<file path="config.mk">
export PLATFORM = sky130hd
export DESIGN_NAME = mag_cmp_stage
export DESIGN_NICKNAME = d
export VERILOG_FILES = /design/src/rtl/cmp_pkg.sv /design/src/rtl/p_hold_latch.sv /design/src/rtl/word_order.sv /design/src/rtl/cascade_merge.sv /design/src/rtl/mag_cmp_stage.sv
export SDC_FILE = /design/constraint.sdc
export NUM_CORES = 1
export LEC_CHECK = 0
export BUFFER_PORTS_ARGS = -buffer_cell sky130_fd_sc_hd__buf_2
export CORE_AREA = 8 8 45 47
export CTS_CLUSTER_DIAMETER = 120
export DETAILED_ROUTE_END_ITERATION = 8
export DIE_AREA = 0 0 53 55
export GPL_ROUTABILITY_DRIVEN = 0
export PLACE_DENSITY = 0.73
export SLEW_MARGIN = 20
export SYNTH_ARGS = -nofsm -noshare
export SYNTH_HDL_FRONTEND = slang
export SYNTH_SLANG_ARGS = --single-unit
</file>
<file path="constraint.sdc">
create_clock -name clk -period 2.44 [get_ports clk]
set_input_delay 0.244 -clock clk [delete_from_list [all_inputs] [get_ports clk]]
set_output_delay 0.244 -clock clk [all_outputs]
set_load 0.005 [all_outputs]
</file>
<file path="src/rtl/cmp_pkg.sv">
package cmp_pkg;
  typedef enum logic {
    CMP_UNSIGNED = 1'b0,
    CMP_SIGNED   = 1'b1
  } cmp_mode_e;

  // Map a word onto an unsigned key whose natural ordering matches the
  // chosen interpretation: inverting the sign bit moves negatives below.
  function automatic logic [15:0] order_key(input logic [15:0] w,
                                             input int unsigned msb,
                                             input cmp_mode_e mode);
    logic [15:0] k;
    k = w;
    if (mode == CMP_SIGNED) k[msb] = ~w[msb];
    return k;
  endfunction
endpackage

</file>
<file path="src/rtl/p_hold_latch.sv">
module p_hold_latch #(
  parameter int WIDTH = 8
) (
  input  logic             clk,
  input  logic             rst_n,
  input  logic             load,
  input  logic [WIDTH-1:0] d_in,
  output logic [WIDTH-1:0] held_q,
  output logic [WIDTH-1:0] eff_q
);
  always_ff @(posedge clk or negedge rst_n) begin
    if (!rst_n)    held_q <= '0;
    else if (load) held_q <= d_in;
  end

  // Transparent while loading, else the stored word
  assign eff_q = load ? d_in : held_q;


  load_capture_chk: assert property (@(posedge clk) disable iff (!rst_n)
    load |=> held_q == $past(d_in));

  hold_stable_chk: assert property (@(posedge clk) disable iff (!rst_n)
    !load |=> $stable(held_q));

  reset_clear_chk: assert property (@(posedge clk)
    !rst_n |=> held_q == '0);
endmodule

</file>
<file path="src/rtl/word_order.sv">
module word_order
  import cmp_pkg::*;
#(
  parameter int WIDTH = 8
) (
  input  logic             clk,
  input  logic             rst_n,
  input  cmp_mode_e        mode,
  input  logic [WIDTH-1:0] a,
  input  logic [WIDTH-1:0] b,
  output logic             loc_gt,
  output logic             loc_lt,
  output logic             loc_eq
);
  localparam int MSB = WIDTH - 1;
  logic [15:0] key_a, key_b;

  always_comb begin
    key_a = order_key(16'(a), MSB, mode);
    key_b = order_key(16'(b), MSB, mode);
  end

  assign loc_gt = key_a > key_b;
  assign loc_lt = key_a < key_b;
  assign loc_eq = ~(loc_gt | loc_lt);


  unsigned_msb_chk: assert property (@(posedge clk) disable iff (!rst_n)
    (mode == CMP_UNSIGNED && a[MSB] && !b[MSB]) |-> loc_gt);

  signed_msb_chk: assert property (@(posedge clk) disable iff (!rst_n)
    (mode == CMP_SIGNED && a[MSB] && !b[MSB]) |-> loc_lt);

  equal_words_chk: assert property (@(posedge clk) disable iff (!rst_n)
    (a == b) |-> loc_eq);
endmodule

</file>
<file path="src/rtl/cascade_merge.sv">
module cascade_merge (
  input  logic clk,
  input  logic rst_n,
  input  logic loc_gt,
  input  logic loc_lt,
  input  logic loc_eq,
  input  logic cin_gt,
  input  logic cin_lt,
  output logic out_gt,
  output logic out_lt
);
  assign out_gt = loc_eq ? cin_gt : loc_gt;
  assign out_lt = loc_eq ? cin_lt : loc_lt;


  local_wins_chk: assert property (@(posedge clk) disable iff (!rst_n)
    !loc_eq |-> ($countones({out_gt, out_lt}) == 1 && out_gt == loc_gt));

  pass_through_chk: assert property (@(posedge clk) disable iff (!rst_n)
    loc_eq |-> (out_gt == cin_gt && out_lt == cin_lt));
endmodule

</file>
<file path="src/rtl/mag_cmp_stage.sv">
module mag_cmp_stage
  import cmp_pkg::*;
#(
  parameter int WIDTH = 8
) (
  input  logic             clk,
  input  logic             rst_n,
  input  logic             p_load,
  input  logic [WIDTH-1:0] p_word,
  input  logic [WIDTH-1:0] q_word,
  input  logic             signed_mode,
  input  logic             casc_gt_in,
  input  logic             casc_lt_in,
  output logic             gt_out,
  output logic             lt_out
);
  logic [WIDTH-1:0] p_held, p_eff;
  logic             loc_gt, loc_lt, loc_eq;
  cmp_mode_e        mode;

  assign mode = cmp_mode_e'(signed_mode);

  p_hold_latch #(.WIDTH(WIDTH)) u_hold (
    .clk(clk), .rst_n(rst_n), .load(p_load), .d_in(p_word),
    .held_q(p_held), .eff_q(p_eff)
  );

  word_order #(.WIDTH(WIDTH)) u_order (
    .clk(clk), .rst_n(rst_n), .mode(mode), .a(p_eff), .b(q_word),
    .loc_gt(loc_gt), .loc_lt(loc_lt), .loc_eq(loc_eq)
  );

  cascade_merge u_merge (
    .clk(clk), .rst_n(rst_n), .loc_gt(loc_gt), .loc_lt(loc_lt),
    .loc_eq(loc_eq), .cin_gt(casc_gt_in), .cin_lt(casc_lt_in),
    .out_gt(gt_out), .out_lt(lt_out)
  );


  q_live_chk: assert property (@(posedge clk) disable iff (!rst_n)
    (!p_load && p_held == q_word) |-> (gt_out == casc_gt_in && lt_out == casc_lt_in));
endmodule

</file>
==> metrics.txt <==
power per standard cell area=518 mW/mm^2; buffer cell driving the clock tree root=sky130_fd_sc_hd__clkbuf_4; endpoints failing setup=0; largest clock skew in the final design=0 ns; outcome=complete, no violations; WP data arrival=2.11 ns; number of clock sinks seen by CTS=8; fillcell total=119; global-route congestion overflow total=0; cell area after synthesis=546 um^2; sequential area share after synthesis=36.7%; Critical Path Fanout Max=3; Final Net Count=111; layout overhead on the synthesized area=39.7%; crit path time final=2.35 ns; worst endpoint required time=2.20 ns; worst slew pin tran=0.297 ns; number of flip-flops under the largest register name=8; remaining max-slew budget at the tightest pin=80.1%; First-pass DRT Iterations=3; total global-route track usage=9.03%; total of max-cap violations=0; Synth top area share=36.7%; summed negative setup slack over all endpoints=0 ns; Inserted Clock Buffers=3; slowest cell delay on critical path=0.35 ns; worst vdd rail ir drop=0.186 mV; post-detailed-route DRC marker count=0; kind of path behind the tightest hold check=in -> reg; H-tree levels=1; chip width=53 um; crit share post-route=96.4%; CTS clock-pin slew for the worst setup and hold paths=0.05 ns; Row Count=14; Final Routed Wirelength=1110 um; cell count after synthesis=49; insertion delay of the later-clocked pin in the worst-skew pair=0.25 ns; most common cell after layout, fill and taps aside=sky130_fd_sc_hd__buf_2; floorplan core area=0.00138 mm^2; initial antenna violation count=0; initial cell density of the core=39.4%; Routed Antenna Nets=0; synth unique cells=20; Die Span Y=55 um; commonest non-fill, non-tap cells in the layout=23 x sky130_fd_sc_hd__buf_2, 8 x sky130_fd_sc_hd__dfrtp_1, 7 x sky130_fd_sc_hd__inv_1, 7 x sky130_fd_sc_hd__ha_1, 6 x sky130_fd_sc_hd__mux2_2; Critical Path Sink Type=output pin; count of pins on the block boundary=24; maximum frequency from static timing analysis=0.425 GHz; number of global-route vias before repair=484; average vias per placed instance=4.56; element type at the critical path start=register; top post-synthesis cells by area=sky130_fd_sc_hd__dfrtp_1 37%, sky130_fd_sc_hd__ha_1 18%, sky130_fd_sc_hd__mux2_2 14%; largest net degree at the start of global routing=9; routed wirelength normalized by instance count=11.6 um; layout cell share with drive strength beyond 1=53.2%; Hold Fails Final Rpt=0; Syn Nets=79; number of vias in the routed layout=433; reported leakage power=0.404 nW; diodes inserted=0; number of slew-limit violations in the final report=0; Mean Syn Cell Area=11.1 um^2; Longest Clk Path Bufs=2; Yosys top cell by area=sky130_fd_sc_hd__dfrtp_1; flops & latches, synth=8; clock tree from TritonCTS=yes; Crit Path Category=reg -> out; cell type of the slowest stage on the worst timing path=sky130_fd_sc_hd__dfrtp_1; post-DP HPWL=938 um; iteration-0 DRC count of the detailed router=2; # port buffers=23; first-pass GRT wire length=1940 um; Syn. warnings=0; core utilization of the finished layout=55.1%; register name with the most flops=u_hold.held_q; registers with the most flip-flops=u_hold.held_q x8; area of the die=0.00292 mm^2; worst-path cell chain=mux2_4 > xor2_2 > ha_4 > a21oi_2 > o21ai_1 > a2111oi_2 > nand3b_1 > buf_2
## cells in the mapped netlist, drive strengths merged
cell / number
o211ai: 1
nand2: 2
xnor2: 1
a21oi: 2
dfrtp: 8
nand3b: 1
inv: 7
a2111oi: 1
ha: 8
o211a: 1
nor2b: 1
o31ai: 1
mux2: 7
mux2i: 1
nor2: 2
buf: 1
xor2: 1
nand4: 2
o21ai: 1
## what timing repair did
item | 4_1_cts | 5_1_grt
gates resized for setup | 0 | 3
hold buffers | 1 | 0
buffers inserted | 0 | 2
pin swaps | 1 | 3
setup endpoints to repair | 2 | 2
hold endpoints to repair | 8 | 0
gates cloned | 0 | 0
## metal layers
metal / global-route usage [%] / wire, um / share of wire [%]
met1: 10.9 / 460 / 42
met2: 12.5 / 503 / 45
met3: 2.41 / 107 / 9.7
met4: 9.05 / 34 / 3.1
met5: 0 / 0 / 0
## cell type report
type	instances	area (um^2)	area share, %
inverter	7	26.3	3.45
multi-input combinational	33	338	44.3
clock buffer	3	22.5	2.96
sequential	8	200	26.3
tap	16	20.0	2.63
timing repair buffer	28	155	20.4
## path summary, 6_finish.rpt
| kind | startpoint | endpoint | slack, ns | cells past startpoint |
|---|---|---|---|---|
| worst max-delay path | u_hold.held_q[7] | lt_out | 0.09 | 8 |
| worst min-delay path | p_word[0] | u_hold.held_q[0] | 0.24 | 3 |
| worst max register to register | u_hold.held_q[7] | u_hold.held_q[7] | 1.68 | 1 |
| worst min register to register | u_hold.held_q[0] | u_hold.held_q[0] | 0.49 | 2 |
| max in group asynchronous | rst_n | u_hold.held_q[0] | 1.93 | 2 |
| min in group asynchronous | rst_n | u_hold.held_q[6] | 0.35 | 2 |
## cells by family (layout without fill, tap and decap cells)
| family | Yosys count | in the layout | synth area share, % |
|---|---|---|---|
| flip-flops | 8 | 8 | 36.7 |
| multiplexers | 8 | 8 | 16.3 |
| buffers and inverters | 8 | 38 | 5.73 |
| XOR/XNOR | 2 | 2 | 3.21 |
| adder cells (fa/ha/maj) | 8 | 8 | 18.3 |
| AND/OR/NAND/NOR | 8 | 8 | 8.95 |
| AO/OA/AOI/OAI | 7 | 7 | 10.8 |
## where the power goes
part / leakage, nW / switching [mW] / internal (mW)
sequential: 0.0935 / 0.00270 / 0.146
clock: 0.0138 / 0.0406 / 0.0560
combinational: 0.296 / 0.0657 / 0.0839
total: 0.404 / 0.109 / 0.286
## through the flow
step	area [um^2]	hold slack (ns)	power, mW	std cells	setup slack [ns]
after floorplan	546	-0.0516	0.236	49	0.226
after global placement	691	0.0848	0.277	89	0.169
after detailed placement	691	0.0855	0.279	89	0.159
after CTS	723	0.240	0.378	93	0.0767
after global routing	762	0.244	0.429	95	-0.0298
final	762	0.243	0.395	95	0.0871
## critical path, delay by kind of cell, from the launching register on
kind            cells  cell delay (ns)
compound gates      3             0.55
mux                 1             0.29
xor+xnor            1             0.18
fa+ha+maj           1             0.23
buf+inv             1             0.11
simple gates        1             0.15
flops               1             0.35
Note: power is estimated with default switching activity, not from simulation.
